===== src/rtl/ctc_pkg.sv =====
package ctc_pkg;

   typedef enum logic [1:0] {
      MODE_PASS  = 2'd0,
      MODE_CAL   = 2'd1,
      MODE_FREE  = 2'd2
   } ctc_mode_e;

   localparam logic [1:0] REG_MODE  = 2'd0;
   localparam logic [1:0] REG_DAC   = 2'd1;
   localparam logic [1:0] REG_DELAY = 2'd2;
   localparam logic [1:0] REG_GAIN  = 2'd3;

   typedef enum logic [1:0] {
      SQ_IDLE  = 2'd0,
      SQ_SHIFT = 2'd1,
      SQ_LOAD  = 2'd2,
      SQ_FIRE  = 2'd3
   } ctc_seq_e;

endpackage


===== src/rtl/ctc_regs.sv =====
module ctc_regs
   import ctc_pkg::*;
#(
   parameter int DATA_W  = 16,
   parameter int DLY_W   = 16,
   parameter int DLY_RST = 64
) (
   input  logic              clk,
   input  logic              rst_n,
   input  logic              we,
   input  logic [1:0]        addr,
   input  logic [DATA_W-1:0] wdata,
   input  logic              seq_idle,
   output ctc_mode_e         mode_q,
   output logic [DLY_W-1:0]  dly_q,
   output logic              start_dac,
   output logic              start_pot,
   output logic              abort
);

   logic mode_ok;
   logic cal_free;

   assign mode_ok  = (wdata[1:0] != 2'd3);
   assign cal_free = (mode_q == MODE_CAL) && seq_idle;

   assign abort     = we && (addr == REG_MODE) && mode_ok && (wdata[1:0] != mode_q);
   assign start_dac = we && (addr == REG_DAC)  && cal_free;
   assign start_pot = we && (addr == REG_GAIN) && cal_free;

   always_ff @(posedge clk or negedge rst_n) begin
      if (!rst_n) begin
         mode_q <= MODE_PASS;
         dly_q  <= DLY_W'(DLY_RST);
      end else if (we) begin
         if (addr == REG_MODE && mode_ok)
            mode_q <= ctc_mode_e'(wdata[1:0]);
         if (addr == REG_DELAY)
            dly_q <= wdata[DLY_W-1:0];
      end
   end

endmodule


===== src/rtl/ctc_clkgen.sv =====
module ctc_clkgen #(
   parameter int HALF_PER = 2
) (
   input  logic clk,
   input  logic rst_n,
   output logic gen_clk
);

   generate
      if (HALF_PER == 1) begin : g_toggle
         always_ff @(posedge clk or negedge rst_n) begin
            if (!rst_n) gen_clk <= 1'b0;
            else        gen_clk <= ~gen_clk;
         end
      end else begin : g_count
         localparam int CW = $clog2(HALF_PER);
         localparam logic [CW-1:0] LAST = CW'(HALF_PER - 1);
         logic [CW-1:0] cnt;
         always_ff @(posedge clk or negedge rst_n) begin
            if (!rst_n) begin
               cnt     <= '0;
               gen_clk <= 1'b0;
            end else if (cnt == LAST) begin
               cnt     <= '0;
               gen_clk <= ~gen_clk;
            end else begin
               cnt <= cnt + CW'(1);
            end
         end
      end
   endgenerate

endmodule


===== src/rtl/ctc_seq.sv =====
module ctc_seq
   import ctc_pkg::*;
#(
   parameter int DATA_W = 16,
   parameter int POT_W  = 8,
   parameter int DLY_W  = 16,
   parameter int TP_W   = 4
) (
   input  logic              clk,
   input  logic              rst_n,
   input  logic              start_dac,
   input  logic              start_pot,
   input  logic              abort,
   input  logic [DATA_W-1:0] word,
   input  logic [DLY_W-1:0]  dly,
   output logic              idle,
   output logic              ser_clk,
   output logic              ser_din,
   output logic              dac_ld,
   output logic              pot_ld,
   output logic              tp,
   output logic              l1
);

   localparam int BC_W  = $clog2(DATA_W + 1);
   localparam int CNT_W = DLY_W + 1;
   localparam logic [BC_W-1:0]  NB_DAC  = BC_W'(DATA_W);
   localparam logic [BC_W-1:0]  NB_POT  = BC_W'(POT_W);
   localparam logic [CNT_W-1:0] TP_LAST = CNT_W'(TP_W - 1);
   localparam logic [CNT_W-1:0] TP_LEN  = CNT_W'(TP_W);

   ctc_seq_e           st;
   logic               phase;
   logic               to_pot;
   logic [BC_W-1:0]    bitn;
   logic [BC_W-1:0]    nbits;
   logic [DATA_W-1:0]  sh;
   logic [CNT_W-1:0]   cnt;
   logic [DLY_W-1:0]   dly_l;
   logic [CNT_W-1:0]   dly_x;
   logic [DATA_W-1:0]  pot_aligned;

   assign dly_x = {1'b0, dly_l};

   generate
      if (POT_W == DATA_W) begin : g_pot_full
         assign pot_aligned = word;
      end else begin : g_pot_part
         assign pot_aligned = {word[POT_W-1:0], {(DATA_W-POT_W){1'b0}}};
      end
   endgenerate

   always_ff @(posedge clk or negedge rst_n) begin
      if (!rst_n) begin
         st     <= SQ_IDLE;
         phase  <= 1'b0;
         to_pot <= 1'b0;
         bitn   <= '0;
         nbits  <= '0;
         sh     <= '0;
         cnt    <= '0;
         dly_l  <= '0;
      end else if (abort) begin
         st    <= SQ_IDLE;
         phase <= 1'b0;
      end else begin
         unique case (st)
            SQ_IDLE: begin
               phase <= 1'b0;
               bitn  <= '0;
               if (start_dac) begin
                  st     <= SQ_SHIFT;
                  sh     <= word;
                  nbits  <= NB_DAC;
                  to_pot <= 1'b0;
                  dly_l  <= dly;
               end else if (start_pot) begin
                  st     <= SQ_SHIFT;
                  sh     <= pot_aligned;
                  nbits  <= NB_POT;
                  to_pot <= 1'b1;
               end
            end
            SQ_SHIFT: begin
               phase <= ~phase;
               if (phase) begin
                  sh   <= sh << 1;
                  bitn <= bitn + BC_W'(1);
                  if (bitn == nbits - BC_W'(1))
                     st <= SQ_LOAD;
               end
            end
            SQ_LOAD: begin
               cnt <= '0;
               st  <= to_pot ? SQ_IDLE : SQ_FIRE;
            end
            SQ_FIRE: begin
               cnt <= cnt + CNT_W'(1);
               if (cnt >= dly_x && cnt >= TP_LAST)
                  st <= SQ_IDLE;
            end
            default: st <= SQ_IDLE;
         endcase
      end
   end

   assign idle    = (st == SQ_IDLE);
   assign ser_clk = (st == SQ_SHIFT) && phase;
   assign ser_din = (st == SQ_SHIFT) && sh[DATA_W-1];
   assign dac_ld  = (st == SQ_LOAD) && !to_pot;
   assign pot_ld  = (st == SQ_LOAD) && to_pot;
   assign tp      = (st == SQ_FIRE) && (cnt < TP_LEN);
   assign l1      = (st == SQ_FIRE) && (cnt == dly_x);

endmodule


===== src/rtl/crate_timing_ctrl.sv =====
module crate_timing_ctrl
   import ctc_pkg::*;
#(
   parameter int DATA_W   = 16,
   parameter int POT_W    = 8,
   parameter int DLY_W    = 16,
   parameter int DLY_RST  = 64,
   parameter int TP_W     = 4,
   parameter int HALF_PER = 2
) (
   input  logic              clk,
   input  logic              rst_n,
   input  logic              cfg_we,
   input  logic [1:0]        cfg_addr,
   input  logic [DATA_W-1:0] cfg_wdata,
   input  logic              ext_clk,
   input  logic              ext_l1,
   input  logic              ext_l1_rst,
   output logic              crate_clk,
   output logic              crate_l1,
   output logic              crate_l1_rst,
   output logic              test_pulse,
   output logic              ser_clk,
   output logic              ser_din,
   output logic              dac_ld,
   output logic              pot_ld
);

   generate
      if (POT_W < 1 || POT_W > DATA_W) begin : g_bad_pot
         $error("POT_W must lie in 1..DATA_W");
      end
      if (DLY_W < 1 || DLY_W > DATA_W) begin : g_bad_dly
         $error("DLY_W must lie in 1..DATA_W");
      end
      if (TP_W < 1 || TP_W >= (1 << DLY_W)) begin : g_bad_tp
         $error("TP_W must be at least 1 and fit the delay counter");
      end
      if (DLY_RST < 0 || DLY_RST >= (1 << DLY_W)) begin : g_bad_rst
         $error("DLY_RST must fit DLY_W bits");
      end
      if (HALF_PER < 1) begin : g_bad_half
         $error("HALF_PER must be at least 1");
      end
   endgenerate

   ctc_mode_e        mode_q;
   logic [DLY_W-1:0] dly_q;
   logic             start_dac;
   logic             start_pot;
   logic             abort;
   logic             seq_idle;
   logic             seq_l1;
   logic             gen_clk;
   logic             ext_clk_q;
   logic             ext_l1_q;
   logic             ext_l1_rst_q;

   ctc_regs #(
      .DATA_W  (DATA_W),
      .DLY_W   (DLY_W),
      .DLY_RST (DLY_RST)
   ) u_regs (
      .clk       (clk),
      .rst_n     (rst_n),
      .we        (cfg_we),
      .addr      (cfg_addr),
      .wdata     (cfg_wdata),
      .seq_idle  (seq_idle),
      .mode_q    (mode_q),
      .dly_q     (dly_q),
      .start_dac (start_dac),
      .start_pot (start_pot),
      .abort     (abort)
   );

   ctc_clkgen #(
      .HALF_PER (HALF_PER)
   ) u_clkgen (
      .clk     (clk),
      .rst_n   (rst_n),
      .gen_clk (gen_clk)
   );

   ctc_seq #(
      .DATA_W (DATA_W),
      .POT_W  (POT_W),
      .DLY_W  (DLY_W),
      .TP_W   (TP_W)
   ) u_seq (
      .clk       (clk),
      .rst_n     (rst_n),
      .start_dac (start_dac),
      .start_pot (start_pot),
      .abort     (abort),
      .word      (cfg_wdata),
      .dly       (dly_q),
      .idle      (seq_idle),
      .ser_clk   (ser_clk),
      .ser_din   (ser_din),
      .dac_ld    (dac_ld),
      .pot_ld    (pot_ld),
      .tp        (test_pulse),
      .l1        (seq_l1)
   );

   always_ff @(posedge clk or negedge rst_n) begin
      if (!rst_n) begin
         ext_clk_q    <= 1'b0;
         ext_l1_q     <= 1'b0;
         ext_l1_rst_q <= 1'b0;
      end else begin
         ext_clk_q    <= ext_clk;
         ext_l1_q     <= ext_l1;
         ext_l1_rst_q <= ext_l1_rst;
      end
   end

   always_comb begin
      crate_clk    = gen_clk;
      crate_l1     = 1'b0;
      crate_l1_rst = 1'b0;
      unique case (mode_q)
         MODE_PASS: begin
            crate_clk    = ext_clk_q;
            crate_l1     = ext_l1_q;
            crate_l1_rst = ext_l1_rst_q;
         end
         MODE_CAL:  crate_l1 = seq_l1;
         default:   crate_l1 = 1'b0;
      endcase
   end

endmodule


===== config.mk =====
export PLATFORM = sky130hd
export DESIGN_NAME = crate_timing_ctrl
export DESIGN_NICKNAME = d
export VERILOG_FILES = /design/src/rtl/ctc_pkg.sv /design/src/rtl/ctc_regs.sv /design/src/rtl/ctc_clkgen.sv /design/src/rtl/ctc_seq.sv /design/src/rtl/crate_timing_ctrl.sv
export SDC_FILE = /design/constraint.sdc
export NUM_CORES = 1
export LEC_CHECK = 0
export ABC_AREA = 1
export CORE_MARGIN = 4
export CORE_UTILIZATION = 61
export CTS_CLUSTER_SIZE = 12
export DETAILED_ROUTE_END_ITERATION = 16
export GPL_TIMING_DRIVEN = 0
export HOLD_SLACK_MARGIN = 0.02
export PLACE_DENSITY_LB_ADDON = 0.15
export SLEW_MARGIN = 15
export SYNTH_ARGS = -nofsm -noshare
export SYNTH_HDL_FRONTEND = slang
export SYNTH_SLANG_ARGS = --single-unit

===== constraint.sdc =====
create_clock -name clk -period 3.6 [get_ports clk]
set_clock_uncertainty 0.05 [all_clocks]
set_input_delay 0.36 -clock clk [delete_from_list [all_inputs] [get_ports clk]]
set_output_delay 0.36 -clock clk [all_outputs]
set_load 0.005 [all_outputs]

==> flow_summary.ini, run 1 <==
[outcome]
run_status = completed

[clock_tree]
cts_htree_levels = 3
clkSinkCount = 82
cts_inserted_buffers = 9
clk_root_buffer_cell = clkbuf_8
max-clock-path-buffers = 2
tritoncts = yes
clkSlewWorstSetupHoldPaths_ns = 0.08
clk-insertion-delay-late_ns = 0.35
cts_repair_resize_count = 0

[placed_design]
placed_cells = 699
gp_congestion = 0.8837
port_buffers = 31
post-dp-hpwl_um = 7672

[sta]
rsz0062_at_grt = false
max-slew-margin-rel_pct = 57.23
final_min_period_over_clock_period_pct = 81.96
timing.final.crit_period_ns = 2.951
hold-worst-slack_ns = 0.3899
fmaxAchievable_ghz = 0.3389
pins_over_their_slew_limit = 0
hold_viol = 0
number_of_endpoints_failing_setup_at_the_final_stage = 0
transition_time_of_the_tightest_slew_check_pin_ns = 0.6356

[pwr]
irDropWorstVdd_v = 0.0004371
p_sw_share_pct = 38.23
seq_power_share_pct = 41.6
netSwitchingPower_mw = 1.187
post-layout-total-power_mw = 3.105
static_leakage_nw = 2.566
internal_power_mw = 1.918
comb_power_share_pct = 36.6
power_frac_clock_pct = 21.8
power-per-cell-area_nw_per_um2 = 600.7

[synthesis]
yosysSeqAreaShare_pct = 45.63
post_synth_num_cell_types = 44
dominantRegCellSynth = dfrtp_1
dominant_cell_by_count_in_the_synthesized_netlist = nand2_1
synth_largest_type_area_fraction_pct = 45.05
synth-edff-count = 0
synth-seq-cells = 82
yosysWarningCount = 0
summed_instance_area_of_the_synthesized_netlist_um2 = 4499
synth_top_cells_by_count = nand2_1 (150), dfrtp_1 (81), inv_1 (80)
syn_avg_cell_area_um2 = 7.921
yosys.area.top_type = dfrtp_1
postSynthCellCount = 568
postSynth.asyncResetShare_pct = 100.0
post_synth_main_area_contributors = dfrtp_1 (45%), nand2_1 (13%), inv_1 (6.7%), o21ai_0 (6.0%), ha_1 (5.0%)
syn_nets = 610

[worst_setup_path]
regToRegEndpoint = u_seq.st[0]
timing.critical_path.arrival_ns = 2.54
worstSetupStartpoint = u_seq.cnt[6]
critical_path_maximum_fanout = 7
reg2reg_setup_slack_ns = 1.66
critical_path.n_buffers_inverters = 1
reg2reg_from = u_seq.cnt[6]
worst_path_max_stage_delay_ns = 0.59
path_delay_family = buffers and inverters
crit_path_cell_trace = ha_1, nand2_1, nor2_1, nand3_1, o41ai_1, clkdlybuf4s50_1
r2r_cells = 12
timing.setup.critical_path_class = flip-flop to primary output
crit_path_end_kind = primary output
worstSetupStartpointType = flip-flop
cp_data_required_time_ns = 3.19
cp_slowest_cell = clkdlybuf4s50_1

[cells_and_area]
layout-area-overhead-vs-synth_pct = 14.88
final_core_utilization_pct = 71.64
filler_cell_count = 592
register_area_um2 = 2053
nNetsFinal = 654
drive_gt1_share_pct = 9.416
num_antenna_cells = 0
multi_input_combinational_cell_area_um2 = 2026
final-instance-count-excl-fill = 715

[job]
drv.max_cap_violation_count = 0

[floorplan]
floorplan.initialDensity_pct = 62.37
die_height_um = 93.89
die_width_um = 93.89
core.rowCount = 31
core_area_um2 = 7214
die_area_um2 = 8814
top_level_ports = 32

[global_route]
global_route_wire_length_before_repair_um = 17390
grt_use_total_pct = 25.16
maximum_number_of_pins_on_one_net_before_global_route_repair = 57
grt_remaining_overflow = 0
antenna_found_initial = 0
first_global_vias = 3718

[drt]
drc_errors = 0
via_count = 3802
avgViaCountPerCell = 5.317
post_drt_wl_per_cell_um = 14.24
drt-total-wl_um = 10180
drtAntennaViolNets = 0
initialDrtViolationCount = 306
drt-pass1-iter-count = 5

[hold_path]
hold_end = ext_clk_q
hold_path_startpoint = ext_clk
worst_hold_path_type = input port to flip-flop
hold-path-cell-count = 1
repair_timing:
| action | CTS | global route |
|---|---|---|
| endpoints found under the hold margin | 26 | 0 |
| buffers inserted | 0 | 0 |
| setup endpoints to repair | 0 | 0 |
| hold buffers | 1 | 0 |
cells by family after synthesis:
logic type               synth area share [%]
AND/OR/NAND/NOR                         25.53
XOR/XNOR                               0.9735
buffers and inverters                   9.343
multiplexers                           0.2503
adder cells (fa/ha/maj)                 5.006
flip-flops                              45.63
AO/OA/AOI/OAI                           13.26
routing by layer:
layer  GRT usage (%)  part of all wire, %
met1           33.16                   44
met3           4.327                  4.9
met5               0                    0
met2           42.46                   50
met4           7.581                  1.4
cell usage in the layout (no fill, tap or decap), types with 2 or more instances in the layout:
cell and instances:
nor2_4 2, a211oi_1 2, nand2_2 3, o22ai_1 2, buf_2 4, nand2_1 150
xor2_1 2, xnor2_1 3, nor3_1 9, nor3_2 2, nor2_2 3, inv_2 4
clkinvlp_4 2, clkdlybuf4s50_1 30, o21ai_1 11, buf_6 3, ha_1 18, nand4_1 9
o21a_1 4, nand2_4 3, inv_1 80, nor4_1 2, nor3b_1 2, clkbuf_1 4
buf_4 3, nand3_1 23, dfrtp_1 81, nor2_1 42, o21ai_2 5, clkbuf_8 10
nand3_2 2, a21oi_1 23, o21ai_0 54
worst max path at each step:
stage | cells after the start | end | slack (ns)
2_1_floorplan | 5 | crate_l1 | 1.90
3_3_place_gp | 1 | u_seq.bitn[2] | -0.76
3_5_place_dp | 6 | crate_l1 | 1.06
4_1_cts | 6 | crate_l1 | 0.65
5_1_grt | 6 | crate_l1 | 0.56
6_report | 6 | crate_l1 | 0.65
stage by stage:
stage | setup slack, ns | area [µm²] | TNS (ns)
detailed placement | 1.056 | 4959 | 0
global route | 0.5603 | 5169 | 0
finish | 0.6493 | 5169 | 0
floorplan | 1.895 | 4499 | 0
CTS | 0.6548 | 5169 | 0
global placement | -0.7590 | 4933 | -61.13
layout make-up:
| type | instances | area share, % |
|---|---|---|
| multi-input cells | 387 | 39.19 |
| repair buffers | 33 | 6.681 |
| well taps | 99 | 2.397 |
| flip-flops and latches | 82 | 39.72 |
| clock buffers | 10 | 2.663 |
| clock inverters | 5 | 1.210 |
| inverters | 85 | 6.221 |
| plain buffers | 14 | 1.912 |
flip-flops by register name (all words and copies together), names as in the netlist, 2 cells and up:
register	count
u_seq.bitn	5
u_seq.sh	16
u_seq.dly_l	16
u_regs.dly_q	16
u_seq.st	2
u_seq.nbits	2
u_regs.mode_q	2
u_seq.cnt	17
power groups by stage:
stage	clock [mW]	sequential, mW	combinational (mW)
global placement	0	1.30	1.08
CTS	0.700	1.29	1.13
finish	0.676	1.29	1.14
global route	0.733	1.32	1.29
detailed placement	0	1.30	1.12
floorplan	0	1.27	0.819
Note: power is estimated with default switching activity, not from simulation.
==> run 2: changes to the inputs <==
--- a/config.mk
+++ b/config.mk
@@ -7,7 +7,7 @@
 export LEC_CHECK = 0
 export ABC_AREA = 1
 export CORE_MARGIN = 4
-export CORE_UTILIZATION = 61
+export CORE_UTILIZATION = 53
 export CTS_CLUSTER_SIZE = 12
 export DETAILED_ROUTE_END_ITERATION = 16
 export GPL_TIMING_DRIVEN = 0
==> constraint.sdc (replaced) <==
create_clock -name clk -period 2.56 [get_ports clk]
set_clock_uncertainty 0.05 [all_clocks]
set_input_delay 0.256 -clock clk [delete_from_list [all_inputs] [get_ports clk]]
set_output_delay 0.256 -clock clk [all_outputs]
set_load 0.005 [all_outputs]
==> run 2 against run 1 <==
Sequential share of layout area fell by 0.19 points. Via count fell by 0.55%. Routed wire length rose by 0.90%. Design area rose by 0.53%. Final cell count rose by 0.98%. Die area rose by 14%. Worst setup slack got worse by 0.51 ns. Register-to-register slack got worse by 0.95 ns. Critical path depth did not move. Critical path type unchanged.
==> flow_summary.ini, run 2 (synthesis gave the netlist of run 1 again) <==
[pwr]
power-per-cell-area_nw_per_um2 = 845.6
internal_power_mw = 2.710
netSwitchingPower_mw = 1.684
p_sw_share_pct = 38.32
post-layout-total-power_mw = 4.394
comb_power_share_pct = 36.2
irDropWorstVdd_v = 0.0006680
seq_power_share_pct = 41.0
static_leakage_nw = 2.587
power_frac_clock_pct = 22.8

[worst_setup_path]
timing.setup.critical_path_class = flip-flop to primary output
r2r_cells = 12
reg2reg_from = u_seq.cnt[8]
crit_path_end_kind = primary output
worstSetupStartpointType = flip-flop
critical_path_maximum_fanout = 5
regToRegEndpoint = u_seq.st[0]
timing.critical_path.arrival_ns = 2.11
reg2reg_setup_slack_ns = 0.71
cp_data_required_time_ns = 2.25

[drt]
route.met2.wl_um = 4864
drt-total-wl_um = 10270
drc_errors = 0
dr.max_layer_used = met4
initialDrtViolationCount = 180
met3RoutedLength_um = 306
post_drt_wl_per_cell_um = 14.23
via_count = 3781
wirelength_met1_um = 4953
drtAntennaViolNets = 0
avgViaCountPerCell = 5.237
drt-pass1-iter-count = 4

[cells_and_area]
final_cell_mix = nand2_1 (150), dfrtp_1 (80), inv_1 (79), o21ai_0 (54), nor2_1 (41)
register_area_um2 = 2054
final_core_utilization_pct = 63.24
layout-area-overhead-vs-synth_pct = 15.49
max_flop_register = u_seq.cnt
drive_gt1_share_pct = 10.21
filler_cell_count = 746
largest_register_ffs = 17
multi_input_combinational_cell_area_um2 = 2036
nNetsFinal = 654
design_area_um2 = 5196
commonest_non_fill_non_tap_cell_in_the_layout = nand2_1
num_antenna_cells = 0
final-instance-count-excl-fill = 722

[clock_tree]
clkSinkCount = 82
tritoncts = yes
clkSlewWorstSetupHoldPaths_ns = 0.09
max-clock-path-buffers = 2
cts_inserted_buffers = 9
clk_root_buffer_cell = clkbuf_8
cts_htree_levels = 3
clk-insertion-delay-late_ns = 0.36

[sta]
hold_viol = 0
pins_over_their_slew_limit = 0
hold-worst-slack_ns = 0.2832
number_of_endpoints_failing_setup_at_the_final_stage = 0
post-route-worst-setup-slack_ns = 0.1417
timing.final.crit_period_ns = 2.418
transition_time_of_the_tightest_slew_check_pin_ns = 0.5964
rsz0062_at_grt = false
max-slew-margin-rel_pct = 59.88
final_min_period_over_clock_period_pct = 94.46
fmaxAchievable_ghz = 0.4135
finalSetupTns_ns = 0

[job]
drv.max_cap_violation_count = 0

[outcome]
run_status = completed

[placed_design]
post-place-ws_ns = 0.1284
post_dp_cell_area_um2 = 4966
port_buffers = 31
placed_cells = 705
gp_congestion = 0.9061
post-dp-hpwl_um = 7812

[hold_path]
worst_hold_path_type = input port to flip-flop
hold_path_startpoint = ext_l1
hold_end = ext_l1_q
hold-path-cell-count = 1

[global_route]
global_route_wire_length_before_repair_um = 17570
first_global_vias = 3670
maximum_number_of_pins_on_one_net_before_global_route_repair = 55
grt_use_total_pct = 22.15
grt_remaining_overflow = 0
antenna_found_initial = 0

[floorplan]
core.rowCount = 33
die_width_um = 100.1
core_area_um2 = 8217
die_height_um = 100.1
top_level_ports = 32
floorplan.initialDensity_pct = 54.76
die_area_um2 = 10030
==> run 2: changes by cell type in the layout (fill, tap and decap cells not counted), sizes merged <==
cell / delta
clkdlybuf4s50: -1
inv: +2
clkinvlp: -2
clkinv: +1
dlygate4sd2: +1
==> run 2: worst max-delay path by stage <==
| stage | from | endpoint | slack (ns) | cells past startpoint |
|---|---|---|---|---|
| floorplan | u_seq.cnt[8] | crate_l1 | 0.96 | 5 |
| global placement | rst_n | u_seq.bitn[2] | -1.79 | 1 |
| detailed placement | u_seq.cnt[8] | crate_l1 | 0.13 | 6 |
| CTS | u_seq.cnt[8] | crate_l1 | 0.07 | 6 |
| global route | u_seq.cnt[8] | crate_l1 | 0.01 | 6 |
| finish | u_seq.cnt[8] | crate_l1 | 0.14 | 6 |
==> run 2: routing by layer <==
| layer | vias to the layer above | GRT usage, % |
|---|---|---|
| li1 | 1909 | - |
| met1 | 1794 | 30.81 |
| met2 | 66 | 35.32 |
| met3 | 12 | 3.266 |
| met4 | 0 | 8.083 |
| met5 | - | 0 |
==> run 2: final cells by class <==
type	count	area share (%)
Buffer	14	1.902
Tap cell	105	2.528
Clock buffer	10	2.649
Timing Repair Buffer	33	6.622
Inverter	85	6.188
Sequential cell	82	39.54
Multi-Input combinational cell	387	39.18
Clock inverter	6	1.397
==> run 2: critical path, cell delays in order, from the launching register on <==
cell and delay [ns]:
dfrtp_1 0.45, ha_1 0.32, nand2_1 0.08, nor2_2 0.16, nand3_1 0.14, o41ai_2 0.34, dlygate4sd2_1 0.28
==> run 2: power groups by stage <==
stage	combinational [mW]	sequential [mW]	clock, mW
CTS	1.60	1.80	1.02
finish	1.59	1.80	1.00
global placement	1.52	1.82	0
floorplan	1.15	1.79	0
global route	1.83	1.85	1.07
detailed placement	1.58	1.83	0
==> run 2: timing repair <==
action,in CTS,in global routing
pin swaps,1,0
buffers inserted,0,0
endpoints found under the hold margin,27,0
hold buffers,1,0
resized for setup,2,3
setup endpoints to repair,1,2
